**src/rtl/sb_pkg.sv**
```systemverilog
package sb_pkg;

  // Source selected for the single cache write port in a cycle.
  typedef enum logic [1:0] {
    CW_IDLE   = 2'd0,
    CW_RETIRE = 2'd1,
    CW_BYPASS = 2'd2
  } cw_src_e;

endpackage

```
**src/rtl/sb_rst_sync.sv**
```systemverilog
module sb_rst_sync (
  input  logic clk,
  input  logic rst_n,
  output logic rst_q_n
);

  logic [1:0] sync_q;

  always_ff @(posedge clk or negedge rst_n) begin
    if (!rst_n) sync_q <= 2'b00;
    else        sync_q <= {sync_q[0], 1'b1};
  end

  assign rst_q_n = sync_q[1];

endmodule

```
**src/rtl/sb_ack_track.sv**
```systemverilog
module sb_ack_track #(
  parameter int DEPTH = 4,
  parameter int NPEER = 2,
  parameter int IDX_W = 2,
  parameter int ACK_W = 2
) (
  input  logic                         clk,
  input  logic                         rst_n,
  input  logic                         alloc_en,
  input  logic [IDX_W-1:0]             alloc_idx,
  input  logic [ACK_W-1:0]             alloc_cnt,
  input  logic [NPEER-1:0]             ack_valid,
  input  logic [NPEER*IDX_W-1:0]       ack_tag,
  output logic [DEPTH-1:0][ACK_W-1:0]  owed
);

  for (genvar j = 0; j < DEPTH; j++) begin : g_slot
    logic [ACK_W-1:0] hits;
    logic [ACK_W-1:0] owed_n;
    logic             owed_en;

    always_comb begin
      hits = '0;
      for (int p = 0; p < NPEER; p++) begin
        if (ack_valid[p] && (ack_tag[p*IDX_W +: IDX_W] == IDX_W'(j)))
          hits = hits + 1'b1;
      end
    end

    always_comb begin
      owed_en = 1'b0;
      owed_n  = owed[j];
      if (alloc_en && (alloc_idx == IDX_W'(j))) begin
        owed_en = 1'b1;
        owed_n  = alloc_cnt;
      end else if (hits != '0) begin
        owed_en = 1'b1;
        owed_n  = (hits > owed[j]) ? '0 : owed[j] - hits;
      end
    end

    always_ff @(posedge clk or negedge rst_n) begin
      if (!rst_n)       owed[j] <= '0;
      else if (owed_en) owed[j] <= owed_n;
    end
  end

endmodule

```
**src/rtl/sb_fwd_merge.sv**
```systemverilog
module sb_fwd_merge #(
  parameter int DEPTH  = 4,
  parameter int ADDR_W = 12,
  parameter int DATA_W = 32,
  parameter int IDX_W  = 2,
  localparam int NB    = DATA_W / 8
) (
  input  logic [IDX_W-1:0]              head,
  input  logic [DEPTH-1:0]              e_vld,
  input  logic [DEPTH-1:0][ADDR_W-1:0]  e_addr,
  input  logic [DEPTH-1:0][DATA_W-1:0]  e_data,
  input  logic [DEPTH-1:0][NB-1:0]      e_be,
  input  logic [ADDR_W-1:0]             ld_addr,
  output logic [NB-1:0]                 ld_be,
  output logic [DATA_W-1:0]             ld_data
);

  // Walk oldest to youngest so a younger entry overwrites each lane it covers.
  always_comb begin
    logic [IDX_W-1:0] idx;
    ld_be   = '0;
    ld_data = '0;
    for (int k = 0; k < DEPTH; k++) begin
      idx = IDX_W'((32'(head) + 32'(k)) % 32'(DEPTH));
      if (e_vld[idx] && (e_addr[idx] == ld_addr)) begin
        for (int b = 0; b < NB; b++) begin
          if (e_be[idx][b]) begin
            ld_be[b]          = 1'b1;
            ld_data[b*8 +: 8] = e_data[idx][b*8 +: 8];
          end
        end
      end
    end
  end

endmodule

```
**src/rtl/store_buf_top.sv**
```systemverilog
module store_buf_top #(
  parameter int ADDR_W     = 12,
  parameter int DATA_W     = 32,
  parameter int DEPTH      = 4,
  parameter int NPEER      = 2,
  parameter int LINE_OFF_W = 2,
  localparam int NB        = DATA_W / 8,
  localparam int IDX_W     = $clog2(DEPTH),
  localparam int LINE_W    = ADDR_W - LINE_OFF_W
) (
  input  logic                   clk,
  input  logic                   rst_n,
  input  logic                   st_valid,
  input  logic [ADDR_W-1:0]      st_addr,
  input  logic [DATA_W-1:0]      st_data,
  input  logic [NB-1:0]          st_be,
  input  logic                   st_excl,
  output logic                   st_ready,
  input  logic                   wbar_req,
  output logic                   wbar_busy,
  input  logic [ADDR_W-1:0]      ld_addr,
  output logic [NB-1:0]          ld_fwd_be,
  output logic [DATA_W-1:0]      ld_fwd_data,
  output logic                   inv_valid,
  output logic [LINE_W-1:0]      inv_line,
  output logic [IDX_W-1:0]       inv_tag,
  input  logic [NPEER-1:0]       ack_valid,
  input  logic [NPEER*IDX_W-1:0] ack_tag,
  output logic                   cw_valid,
  output logic [ADDR_W-1:0]      cw_addr,
  output logic [DATA_W-1:0]      cw_data,
  output logic [NB-1:0]          cw_be
);
  import sb_pkg::*;

  localparam int OCC_W = $clog2(DEPTH + 1);
  localparam int ACK_W = $clog2(NPEER + 1);

  function automatic logic [IDX_W-1:0] ptr_inc(input logic [IDX_W-1:0] p);
    return (p == IDX_W'(DEPTH - 1)) ? '0 : p + 1'b1;
  endfunction

  logic                          rst_q_n;
  logic [DEPTH-1:0]              e_vld, e_vld_n;
  logic [DEPTH-1:0][ADDR_W-1:0]  e_addr;
  logic [DEPTH-1:0][DATA_W-1:0]  e_data;
  logic [DEPTH-1:0][NB-1:0]      e_be;
  logic [DEPTH-1:0][ACK_W-1:0]   ack_owed;
  logic [IDX_W-1:0]              head, head_n, tail, tail_n;
  logic [OCC_W-1:0]              occ, occ_n;
  logic                          bar_pend, bar_pend_n;
  logic                          q_empty, q_full, st_match, retire;
  logic                          bar_block, bypass, acc, alloc;
  logic [ACK_W-1:0]              alloc_cnt;
  cw_src_e                       cw_src;

  sb_rst_sync u_rst (
    .clk     (clk),
    .rst_n   (rst_n),
    .rst_q_n (rst_q_n)
  );

  sb_ack_track #(
    .DEPTH (DEPTH),
    .NPEER (NPEER),
    .IDX_W (IDX_W),
    .ACK_W (ACK_W)
  ) u_ack (
    .clk       (clk),
    .rst_n     (rst_q_n),
    .alloc_en  (alloc),
    .alloc_idx (tail),
    .alloc_cnt (alloc_cnt),
    .ack_valid (ack_valid),
    .ack_tag   (ack_tag),
    .owed      (ack_owed)
  );

  sb_fwd_merge #(
    .DEPTH  (DEPTH),
    .ADDR_W (ADDR_W),
    .DATA_W (DATA_W),
    .IDX_W  (IDX_W)
  ) u_fwd (
    .head    (head),
    .e_vld   (e_vld),
    .e_addr  (e_addr),
    .e_data  (e_data),
    .e_be    (e_be),
    .ld_addr (ld_addr),
    .ld_be   (ld_fwd_be),
    .ld_data (ld_fwd_data)
  );

  // Acceptance and routing decisions.
  always_comb begin
    st_match = 1'b0;
    for (int i = 0; i < DEPTH; i++) begin
      if (e_vld[i] && (e_addr[i] == st_addr)) st_match = 1'b1;
    end
  end

  assign q_empty   = (occ == '0);
  assign q_full    = (occ == OCC_W'(DEPTH));
  assign retire    = e_vld[head] && (ack_owed[head] == '0);
  assign bar_block = bar_pend || (wbar_req && !q_empty);
  assign bypass    = st_excl && !st_match;
  assign st_ready  = !bar_block && (bypass ? !retire : !q_full);
  assign acc       = st_valid && st_ready;
  assign alloc     = acc && !bypass;
  assign alloc_cnt = st_excl ? '0 : ACK_W'(NPEER);

  assign inv_valid = alloc && !st_excl;
  assign inv_line  = st_addr[ADDR_W-1:LINE_OFF_W];
  assign inv_tag   = tail;
  assign wbar_busy = bar_pend;

  // Single cache write port: the head retirement wins over a bypass store.
  always_comb begin
    cw_src = CW_IDLE;
    if (retire)             cw_src = CW_RETIRE;
    else if (acc && bypass) cw_src = CW_BYPASS;
  end

  always_comb begin
    cw_valid = 1'b0;
    cw_addr  = st_addr;
    cw_data  = st_data;
    cw_be    = st_be;
    case (cw_src)
      CW_RETIRE: begin
        cw_valid = 1'b1;
        cw_addr  = e_addr[head];
        cw_data  = e_data[head];
        cw_be    = e_be[head];
      end
      CW_BYPASS: cw_valid = 1'b1;
      default:   cw_valid = 1'b0;
    endcase
  end

  // Next state of the queue control.
  always_comb begin
    head_n = retire ? ptr_inc(head) : head;
    tail_n = alloc  ? ptr_inc(tail) : tail;
    occ_n  = occ + OCC_W'(alloc) - OCC_W'(retire);
    for (int i = 0; i < DEPTH; i++) begin
      e_vld_n[i] = e_vld[i];
      if (retire && (head == IDX_W'(i))) e_vld_n[i] = 1'b0;
      if (alloc  && (tail == IDX_W'(i))) e_vld_n[i] = 1'b1;
    end
    bar_pend_n = (bar_pend || (wbar_req && !q_empty)) && (occ_n != '0);
  end

  always_ff @(posedge clk or negedge rst_q_n) begin
    if (!rst_q_n) begin
      e_vld    <= '0;
      head     <= '0;
      tail     <= '0;
      occ      <= '0;
      bar_pend <= 1'b0;
    end else begin
      e_vld    <= e_vld_n;
      head     <= head_n;
      tail     <= tail_n;
      occ      <= occ_n;
      bar_pend <= bar_pend_n;
    end
  end

  // Entry payload: no reset, written only with the slot's enable.
  for (genvar i = 0; i < DEPTH; i++) begin : g_pay
    logic wr_en;
    assign wr_en = alloc && (tail == IDX_W'(i));
    always_ff @(posedge clk) begin
      if (wr_en) begin
        e_addr[i] <= st_addr;
        e_data[i] <= st_data;
        e_be[i]   <= st_be;
      end
    end
  end

endmodule

```
**config.mk**
```make
export PLATFORM = sky130hd
export DESIGN_NAME = store_buf_top
export DESIGN_NICKNAME = d
export VERILOG_FILES = /design/src/rtl/sb_pkg.sv /design/src/rtl/sb_rst_sync.sv /design/src/rtl/sb_ack_track.sv /design/src/rtl/sb_fwd_merge.sv /design/src/rtl/store_buf_top.sv
export SDC_FILE = /design/constraint.sdc
export NUM_CORES = 1
export LEC_CHECK = 0
export ABC_AREA = 1
export BUFFER_PORTS_ARGS = -buffer_cell sky130_fd_sc_hd__buf_2
export CAP_MARGIN = 30
export CELL_PAD_IN_SITES_DETAIL_PLACEMENT = 1
export CELL_PAD_IN_SITES_GLOBAL_PLACEMENT = 2
export CORE_ASPECT_RATIO = 1.4
export CORE_MARGIN = 4
export CORE_UTILIZATION = 29
export DETAILED_ROUTE_END_ITERATION = 7
export GPL_ROUTABILITY_DRIVEN = 1
export PLACE_DENSITY_LB_ADDON = 0.1
export SYNTH_ARGS = -nofsm -noshare
export SYNTH_HDL_FRONTEND = slang
export SYNTH_SLANG_ARGS = --single-unit
```
**constraint.sdc**
```tcl
create_clock -name clk -period 4.8 [get_ports clk]
set_input_delay 0.96 -clock clk [delete_from_list [all_inputs] [get_ports clk]]
set_output_delay 0.96 -clock clk [all_outputs]
set_load 0.03 [all_outputs]
```
==> summary.md, run 1 <==
The min-delay analysis places its worst path in the category in -> async. On the final layout, the worst hold slack is 0.1976 ns. The largest individual stage delay along the critical path comes from the cell dfrtp_4. The gate count of the mapped netlist came out at 2112.

Sorting the synthesized cells by how often they occur yields nand2_1, inv_1, edfxtp_1, o21ai_0, mux2i_1. Data arrives at the worst endpoint at 3.66 ns. The tools report the sum of internal, switching and leakage power as 10.33 mW.

With fillers left out, the area of the finished cells amounts to 18210 um2. Derived from the worst setup path, the maximum achievable clock frequency is 216.4 MHz. Yosys warning count: 0. Counting the buffers created by CTS gives 24. The combined buffer and inverter count along the critical path works out to 5. The level count of the clock H-tree is 1. Among all flip-flop cells after synthesis, the most frequent one is edfxtp_1.

TritonCTS built the clock tree. The share of post-route cells with drive strength above 1 is 13.40%. The kind of cell adding the most delay to the critical path is buffers and inverters.

The run gives 3 as the largest buffer count on any clock path. The signal on the critical path passes through inv_2, ha_4, buf_16, nand3_1, nand2_1, o22ai_1, nor2_1, nand2_1, nor2_2, buf_4, nand3b_1, clkinv_1, o211ai_1, nand2_1, buf_2. The total of flip-flops plus latches after synthesis is 214, and the final critical path time including I/O delays and setup is 4.620 ns.

Global routing used 20.28% of the available tracks across all layers. In this run, the number of DRC markers left after iteration 0 of detailed routing was 594. From left edge to right edge, the die measures 204.2 um. After detailed placement, the total cell area comes to 17190 um2. Counting cells, the worst reg-to-reg path comes to 16. The run gives 171 as the number of I/O pins. Summed over all layers, the global routing overflow is 0. Data on the critical path is required at its endpoint by 3.84 ns.

The share of the core filled with cells came out at 34.16%. The detail route stage leaves a number of antenna-violating nets equal to 0. The initial antenna violation count was 0; the number of distinct library cells after synthesis was 41.

The cell that appears most often on the critical path is nand2_1. The via count of the first global-routing pass was 15000; the leakage power figure was 8.654 nW. The logs give 57720 um2 for the total die area and 2348 for the number of nets in the layout. The final critical path takes up 96.26% of the cycle. In this run the critical register-to-register path is launched from head[0]. The relative area change from synthesis to final layout came out at 16.50%.

By area the synthesized netlist is led by edfxtp_1, nand2_1, mux2i_1, o21ai_0, inv_1. The headroom to the max-slew limit is 41.45%. The flow ran to the end, and the final reports show no timing, DRC or antenna violations.

IR analysis of the VDD net gives a maximum drop of 0.2991 mV. The most common cell in the synthesized netlist is nand2_1. The first global-routing pass estimated 90000 um of wire. In this run the critical register-to-register path is captured at wbar_busy. The category of the most critical setup path was reg -> out. Max-cap violations in this run came to 0. The tools report the final weighted congestion of routability-driven global placement as 0.9130. When the netlist entered floorplanning its net count stood at 2210.

STA classifies the critical path startpoint as a register. The register-to-register path setup slack was 0.99 ns. The post-synthesis sequential area ratio is 40.42%.

The initial utilization of the core area, before any placement, comes to 29.32%. Counting flops with a built-in enable in the synthesized netlist gives 192. Of the post-synthesis cell area, the dominant cell type holds 36.89%. Using the TritonRoute via totals, the vias-per-cell ratio works out to 4.860.

The region available for standard cell placement spans 53300 um2. The synthesized netlist occupies a cell area of 15630 um2. Setup violations remaining at the end of the flow were counted as 0. After detailed routing, the number of remaining DRC violations is 0. The clock transition at the registers of the reported paths is 0.06 ns. The total iterations of the first detailed-routing run is 5. For the diode insertion count for antenna repair, the log shows 0. The cell accounting for the most synthesized area is edfxtp_1. Averaged over all synthesized cells, the footprint is 7.399 um2.

The clock reaches the later pin of the worst-skew pair after 0.54 ns. The largest net degree at the start of global routing is 75, and the detailed-route wire length is 59610 um. The count of input and output buffers came out at 170. Across the routed clock network, the largest skew measured is 0.01566 ns. CTS saw 214 sinks.

After detailed routing, the average wire length per cell comes to 19.99 um. The y dimension of the die came out at 282.7 um. The transition time at the pin with the least slew margin was 0.8783 ns; the total number of vias was 14490. The number of hold-slack violations in the final timing report was 0; the total power divided by cell area was 567.6 nW/um2. Of all nets on the critical path, the largest fanout is 49. Type of element capturing the critical path: a primary output. The stage delay of the slowest cell on the critical path was 0.53 ns. The share of async-settable or async-resettable flops after synthesis is 10.28%. After floorplanning, the core was divided into 100 placement rows. CTS placed an instance of clkbuf_16 at the clock tree root. The post-detailed-placement half-perimeter wirelength was 44080 um. For the total count of max-transition violations in the final report, the log shows 0.

Setup repair after global routing could not meet its margin everywhere.
metrics by stage:
step / TNS (ns) / setup slack (ns) / std cells
6_report: 0 / 0.1796 / 2982
5_1_grt: -0.08803 / -0.02097 / 2982
4_1_cts: 0 / 0.01009 / 2971
3_5_place_dp: 0 / 0.3650 / 2924
3_3_place_gp: 0 / 0.3810 / 2924
2_1_floorplan: 0 / 0.3288 / 2112
layer usage:
| layer | vias up | GRT usage, % | share of wire (%) |
|---|---|---|---|
| met5 | - | 0 | 0 |
| met4 | 0 | 6.325 | 3.2 |
| met3 | 76 | 1.651 | 2.5 |
| met2 | 186 | 38.65 | 53 |
| met1 | 7028 | 24.07 | 41 |
| li1 | 7202 | - | - |
sequential cells by signal, summed over array words and instances (netlist names):
register and cells:
e_addr 48, u_ack.owed 8, u_rst.sync_q 2, head 2, e_vld 4, occ 3, e_be 16, e_data 128
inv_tag 2, wbar_busy 1
cell type report:
class	instances	area [um2]
clock buffer	32	683.2
clock inverter	12	73.82
fill	6569	35090
inverter	209	802.0
multi-input combinational	1584	8026
sequential	214	6324
tap	714	893.4
timing repair buffer	217	1404
how the worst max path moves through the flow:
stage / to / cells past startpoint / startpoint
floorplan: ld_fwd_data[15] / 22 / head[1]
global placement: ld_fwd_data[21] / 11 / head[0]
detailed placement: ld_fwd_data[21] / 11 / head[0]
CTS: ld_fwd_data[30] / 16 / head[0]
global route: ld_fwd_data[19] / 19 / head[0]
finish: ld_fwd_data[0] / 15 / head[0]
timing repair:
action | in CTS | in global routing
resized for setup | 12 | 13
setup endpoints to repair | 35 | 32
pin swaps | 0 | 7
hold buffers | 0 | 0
cloned | 2 | 0
setup buffers | 1 | 11
placed cells by master (no fill, tap or decap), drive strengths merged, types with 32 or more instances in the layout:
cell    instances
o211ai         55
edfxtp        192
o21ai         192
mux2i         131
clkbuf         32
nand3         135
nand2         840
inv           207
buf           215
nor2          139
report_power, final:
| part | switching (mW) | internal (mW) | total (mW) |
|---|---|---|---|
| clock | 0.766 | 1.00 | 1.77 |
| sequential | 0.101 | 2.16 | 2.26 |
| combinational | 4.40 | 1.90 | 6.30 |
kinds of logic (layout without fill, tap and decap cells):
group           Yosys count  after routing  share of synthesized area, %
simple gates           1143           1143                         29.74
compound gates          267            267                         9.744
mux                     131            131                         8.391
flops                   214            214                         40.42
other cells               1              1                       0.02400
buf+inv                 314            470                         8.447
xor+xnor                 15             15                        0.8407
fa+ha+maj                27             27                         2.402
Note: power is estimated with default switching activity, not from simulation.
==> run 2: changes to the inputs <==
--- a/config.mk
+++ b/config.mk
@@ -13,6 +13,7 @@
 export CORE_ASPECT_RATIO = 1.4
 export CORE_MARGIN = 4
 export CORE_UTILIZATION = 29
+export CTS_BUF_LIST = sky130_fd_sc_hd__clkbuf_4 sky130_fd_sc_hd__clkbuf_8
 export DETAILED_ROUTE_END_ITERATION = 7
 export GPL_ROUTABILITY_DRIVEN = 1
 export PLACE_DENSITY_LB_ADDON = 0.1
==> run 2 against run 1 <==
Register-to-register slack hardly changed; highest routed layer unchanged; first-iteration DRC count is 4.4% lower; largest cell class unchanged; non-clock buffer count stayed put.
==> summary.md, run 2 (same netlist as run 1, synthesis figures left out) <==
The run finished with clean final reports. VDD sags by at most 0.2849 mV. At the end of routability-driven placement, the weighted congestion stood at 0.9130. Among all stages on the critical path, the largest delay is contributed by dfrtp_4. The clock transition at the registers of the reported paths is 0.06 ns. The largest registers in the layout are e_data (128), e_addr (48), e_be (16). The design draws 10.72 mW.

Among the stages of the critical path, the cell type that occurs most often is nand2_1. The post-detailed-placement half-perimeter wirelength is 44080 um, and the top achievable clock speed is 219.0 MHz. Global-route wire length before repair: 90270 um.

The startpoint kind of the worst setup timing path was a register. The post-route worst hold slack came out at 0.1747 ns. The final cell count without fillers came out at 3008. Number of hold-slack violations in the final timing report: 0.

The tools report the number of buffers created by CTS as 38. For the final setup violation count, the log shows 0. For this run, design rule violations remaining after detail routing come to 0. Measured along the y axis, the die boundary spans 282.7 um.

The pre-CTS setup slack came out at 0.3650 ns. 171 I/O pins were placed. The final layout contains 2362 nets.

The critical path in this run is classified as reg -> out. The maximum net fanout on the critical path was 24; the clock insertion delay at the later pin of the skew report was 0.58 ns. Row count: 100.

For the final database, setup skew stands at 0.03934 ns. Number of DRC violations after detailed-routing iteration 0: 568. Leakage power figure: 8.762 nW. Together, buffers and inverters on the worst path number 6. The routed layout has 14570 vias. The stage delay of the slowest cell on the critical path came out at 0.54 ns. Leaving out fill and tap cells, the most frequent cells in the layout are nand2_1, inv_1, edfxtp_1.

Share of post-route cells with drive strength above 1: 14.61%. The tool flagged a number of max-cap violations equal to 0. The die covers 57720 um2. The register with the most flip-flops in the final layout is e_data.

The initial antenna violation count was 1. In the routed layout, each cell is associated on average with a via count of 4.842. At the worst endpoint, the required time is 3.84 ns. The largest buffer count on any clock path is 3.

The commonest non-fill, non-tap cell in the layout is nand2_1. The run gives 0 as the total count of max-transition violations in the final report. Level count of the clock H-tree: 2. Summing all placed instances gives a cell area of 17190 um2. The logs give 5 for the total iterations of the first detailed-routing run and 2924 for the number of placed cells counting well taps. Entering global routing, the biggest net connects 75 pins. The via count of the first global-routing pass is 15080, and the per-cell routed wire length is 19.89 um. The tree is rooted in a clkbuf_8. The worst path needs 4.567 ns of the cycle, external delays included. Worst setup slack after layout: 0.2331 ns. The critical path runs through a total of 18 cells. The total power divided by cell area is 582.4 nW/um2, and the detailed-route wire length is 59830 um.

The initial utilization of the core area, before any placement, comes to 29.32%. Walking the worst path, the cells encountered are inv_2, ha_4, clkinv_8, buf_4, nand3_1, nand3_1, o21ai_0, nor2_1, nand2_1, nor2_2, buf_4, nand3b_1, buf_4, nand2_1, nand2_1, nand2_1, nand2_1, buf_2. The tools report the total track usage as 20.39%.

For the headroom to the max-slew limit, the log shows 41.96%. The kind of cell adding the most delay to the critical path is simple AND/OR/NAND/NOR gates. The count of buffers added on input and output ports is 170. The relative area change from synthesis to final layout was 17.77%.

The run gives 214 as the number of sinks on the clock net. STA puts the critical path data arrival time at 3.61 ns. The run gives 0 as the residual antenna-violating net count after detailed routing. The path class of the tightest hold or removal check is in -> async. TritonCTS built the clock tree. The transition time at the pin with the least slew margin was 0.8706 ns; the core region area was 53300 um2. The path depth of the worst reg2reg path is 16.

In this run the horizontal extent of the chip is 204.2 um. For this run the aggregate overflow at the end of global routing stands at 0. The share of the clock period used by the worst path after layout was 95.14%. The worst setup path is captured at a primary output. The register with the most flip-flops in the layout has 128 of them.

For the area of all placed cells without fillers, the log shows 18400 um2.
-- run 2: layout make-up --
cell class	instances	area, um2
clock buffer	44	574.3
tap	714	893.4
antenna	1	2.502
clock inverter	25	351.6
fill	6560	34900
multi-input combinational	1584	8036
sequential	214	6324
timing repair buffer	217	1411
inverter	209	810.8
-- run 2: metrics by stage --
stage,util [%],TNS [ns]
floorplan,-,0
CTS,34.24,-0.003294
global route,34.53,-0.03955
detailed placement,32.26,0
finish,34.53,0
global placement,32.26,0
-- run 2: metal layers --
metal	vias to the layer above	GRT usage, %	wire [um]	share of wire, %
li1	7225	-	-	-
met1	7073	23.91	24470	41
met2	191	38.86	31940	53
met3	76	2.064	1515	2.5
met4	0	6.446	1907	3.2
met5	-	0	0	0
-- run 2: path summary, 6_finish.rpt --
path	start	end	slack (ns)
min in group clk	u_rst.sync_q[0]	u_rst.sync_q[1]	0.37
max	head[0]	ld_fwd_data[5]	0.23
min	rst_n	u_rst.sync_q[0]	0.17
max in group asynchronous	u_rst.sync_q[1]	head[0]	3.81
max reg2reg	head[0]	wbar_busy	0.99
min reg2reg	u_rst.sync_q[1]	occ[2]	0.36
-- run 2: power by group --
group          leakage (nW)  switching, mW  internal, mW
clock                 0.478          0.803          1.29
sequential             1.99          0.102          2.16
combinational          6.29           4.41          1.95
total                  8.76           5.31          5.40
-- run 2: repair_timing --
action,in CTS,in global routing
resized for setup,13,17
setup endpoints to repair,38,31
pin swaps,0,7
gates cloned,2,1
setup buffers,2,9
hold buffers,0,0
==> run 3: changes to the inputs <==
==> constraint.sdc (replaced) <==
create_clock -name clk -period 4.8 [get_ports clk]
set_input_delay 0 -clock clk [delete_from_list [all_inputs] [get_ports clk]]
set_output_delay 0 -clock clk [all_outputs]
set_load 0.03 [all_outputs]
==> run 3 against run 2 <==
Clock skew is 0.0090 ns lower; final cell count is 1.1% higher; highest routed layer unchanged; sequential power is essentially flat; final area up 0.28%; maximum frequency increased by 3.9%; utilization rose by 0.096 points; critical path type unchanged; critical endpoint is now cw_addr[10]; worst hold slack got worse by 0.078 ns; flip-flop and latch count unchanged.
==> summary.md, run 3 (same netlist as run 1, synthesis figures left out) <==
Of the total power, combinational logic draws 59.7%. The type of element capturing the critical path was a primary output. The final cell count without fillers came out at 3042. The category of the most critical setup path was reg -> out. The floorplan step defined a die boundary enclosing 57720 um2. In this run the worst hold path is classified as in -> reg. The total number of vias came out at 14820. The internal portion of total power is 4.903 mW, and the total power divided by cell area is 553.2 nW/um2. More flip-flops sit in one register than any other, and that register is e_data. Of all nets on the critical path, the largest fanout is 41. During placement, the flow inserted port buffers numbering 170. For the residual antenna-violating net count after detailed routing, the log shows 0.

The run gives 0 as the post-route DRC violation count. The reported net switching power was 5.306 mW; the core region area was 53300 um2. The critical path's slowest cell was dfrtp_4.

Counting tap cells, the placed design contains a total of 2911 instances. At the end of routability-driven placement, the weighted congestion stood at 0.8559. Buffers inserted during clock tree synthesis total 39. Net switching is 51.97% of the power.

For the pin with the worst max-slew slack, the measured transition is 0.9753 ns. The signal on the critical path passes through inv_2, buf_4, a21boi_0, o21ai_1, and3_2, buf_6, inv_4, buf_4, o21ai_0, buf_2. The via count of the first global-routing pass is 15540, and the pre-CTS setup slack is 0.5132 ns. The critical path starts at head[0]. The y dimension of the die was 282.7 um. For the number of hold-slack violations in the final timing report, the log shows 0. The register-to-register path setup slack was 0.73 ns.

In this run, flip-flops and latches consume 22.5% of the power. The largest registers in the layout are e_data (128), e_addr (48), e_be (16). The overall die width was 204.2 um. After routing, the total negative slack on setup checks comes to 0 ns.

The worst register-to-register path ends at wbar_busy. The pre-antenna-repair detailed-routing pass consisted of 5 iterations. Setup slack closes at 0.4053 ns. The per-cell routed wire length was 19.94 um; the peak supply drop was 0.4918 mV.

Clock skew on the completed layout was measured at 0.03036 ns. The tools report the largest net degree at the start of global routing as 154. The logs give 29.32% for the initial core utilization and 0.58 ns for the clock insertion delay at the later pin of the skew report.

In the layout the commonest cells are nand2_1, inv_1, edfxtp_1. The run gives 0 as the sum of overflow across all layers after global routing. For this run, the slowest stage of the critical path takes 0.63 ns.

The detailed-route wire length is 60670 um. Data on the critical path arrives at its endpoint at 4.39 ns. In the routed layout, each cell is associated on average with a via count of 4.873.

Leaving out fill and tap cells, the most frequent cell in the layout is nand2_1. The sum of internal, switching and leakage power is 10.21 mW. The data required time of the worst path came out at 4.80 ns. The count of fill cells added during filler insertion was 6639; the row count was 100.

The share of the clock period used by the worst path after layout is 91.56%. The tools report the launch point of the worst reg-to-reg path as head[0]. Number of sinks on the clock net: 214. The clock network accounts for 17.8% of the total power. Capture point of the critical path: cw_addr[10]. Setup repair after global routing left no endpoint under its margin.

The detailed router finished its first iteration with 612 violations. TritonCTS built the clock tree. The net count of the finished layout is 2396. Max-cap violations in this run came to 0. The worst setup path is launched from a register.

The relative area change from synthesis to final layout came out at 18.09%. The number of flip-flops in the largest register was 128. For the number of I/O pins, the log shows 171. The most prevalent standard cell on the critical path was buf_4. The worst pin sits at a relative slew slack of 34.98%. The global-route wire length before repair is 92430 um.

The longest clock path from root to sink contains 3 buffers. The worst register-to-register path has a depth of 13. The initial antenna violation count was 1; the final critical path time including I/O delays and setup was 4.395 ns. Cells with a size suffix above 1 make up 13.28% of the layout. The logs give 0 for the final setup violation count and 0 for the total count of max-transition violations in the final report.

Global routing consumed, over all layers together, 20.69% of the routing resources. The leakage power figure is 8.756 nW. The run gives 44330 um as the post-detailed-placement half-perimeter wirelength.

Level count of the clock H-tree: 2. The top achievable clock speed is 227.5 MHz. The root buffer cell chosen for the clock tree is clkbuf_8. Clock-pin slew was measured on the worst setup and hold paths at 0.06 ns. The run finished with clean final reports.
-- run 3: changes by cell type in the layout (fill, tap and decap cells not counted), moves of 7 or more --
cell	delta
dlygate4sd3_1	+55
buf_4	-11
clkbuf_4	+8
bufinv_16	-7
-- run 3: repair_timing --
item / in CTS / in global routing
gates cloned: 0 / 0
pin swaps: 0 / 2
endpoints found under the hold margin: 209 / 0
gates resized for setup: 1 / 2
buffers inserted: 0 / 5
endpoints found under the setup margin: 10 / 22
hold buffers: 55 / 0
-- run 3: how the worst min path moves through the flow --
stage / startpoint / end / slack (ns) / cells after the start
3_5_place_dp: rst_n / u_rst.sync_q[1] / -0.21 / 1
2_1_floorplan: rst_n / u_rst.sync_q[0] / -0.30 / 0
5_1_grt: ack_tag[3] / u_ack.owed[0] / 0.11 / 7
6_report: ack_tag[2] / u_ack.owed[0] / 0.1 / 7
3_3_place_gp: rst_n / u_rst.sync_q[0] / -0.22 / 1
4_1_cts: ack_tag[2] / u_ack.owed[0] / 0.07 / 7
-- run 3: worst max-delay path, delay by kind of cell (launching register included) --
kind	cells	cell delay [ns]
AND/OR/NAND/NOR	1	0.32
AO/OA/AOI/OAI	3	0.92
flip-flops	1	0.63
buffers and inverters	6	1.86
-- run 3: power by group through the flow --
stage	Clock, mW	Sequential [mW]	Combinational (mW)
6_report	1.82	2.29	6.09
5_1_grt	1.97	2.32	6.84
4_1_cts	1.90	2.30	6.21
3_5_place_dp	0	2.34	6.15
3_3_place_gp	0	2.33	6.06
2_1_floorplan	0	2.28	4.38
-- run 3: metrics by stage --
step / cell area (um2) / utilization (%) / hold WS [ns]
after floorplan: 15630 / - / -0.2956
after global placement: 17060 / 32.00 / -0.2154
after detailed placement: 17060 / 32.00 / -0.2141
after CTS: 18410 / 34.54 / 0.06505
after global routing: 18460 / 34.62 / 0.1135
final: 18460 / 34.62 / 0.09622
-- run 3: final cells by class --
class	instances	area [um2]	share of cell area [%]
Multi-Input combinational cell	1584	8005	43.38
Tap cell	714	893.4	4.841
Antenna cell	1	2.502	0.01356
Timing Repair Buffer	250	1643	8.902
Sequential cell	214	6324	34.26
Clock buffer	53	648.1	3.512
Clock inverter	17	151.4	0.8203
Inverter	209	788.3	4.271
-- run 3: routing by layer --
layer	vias up	global-route usage [%]	share of wire, %
li1	7302	-	-
met1	7207	24.38	41
met5	-	0	0
met4	0	6.669	3.3
met2	229	39.24	53
met3	85	2.053	2.8
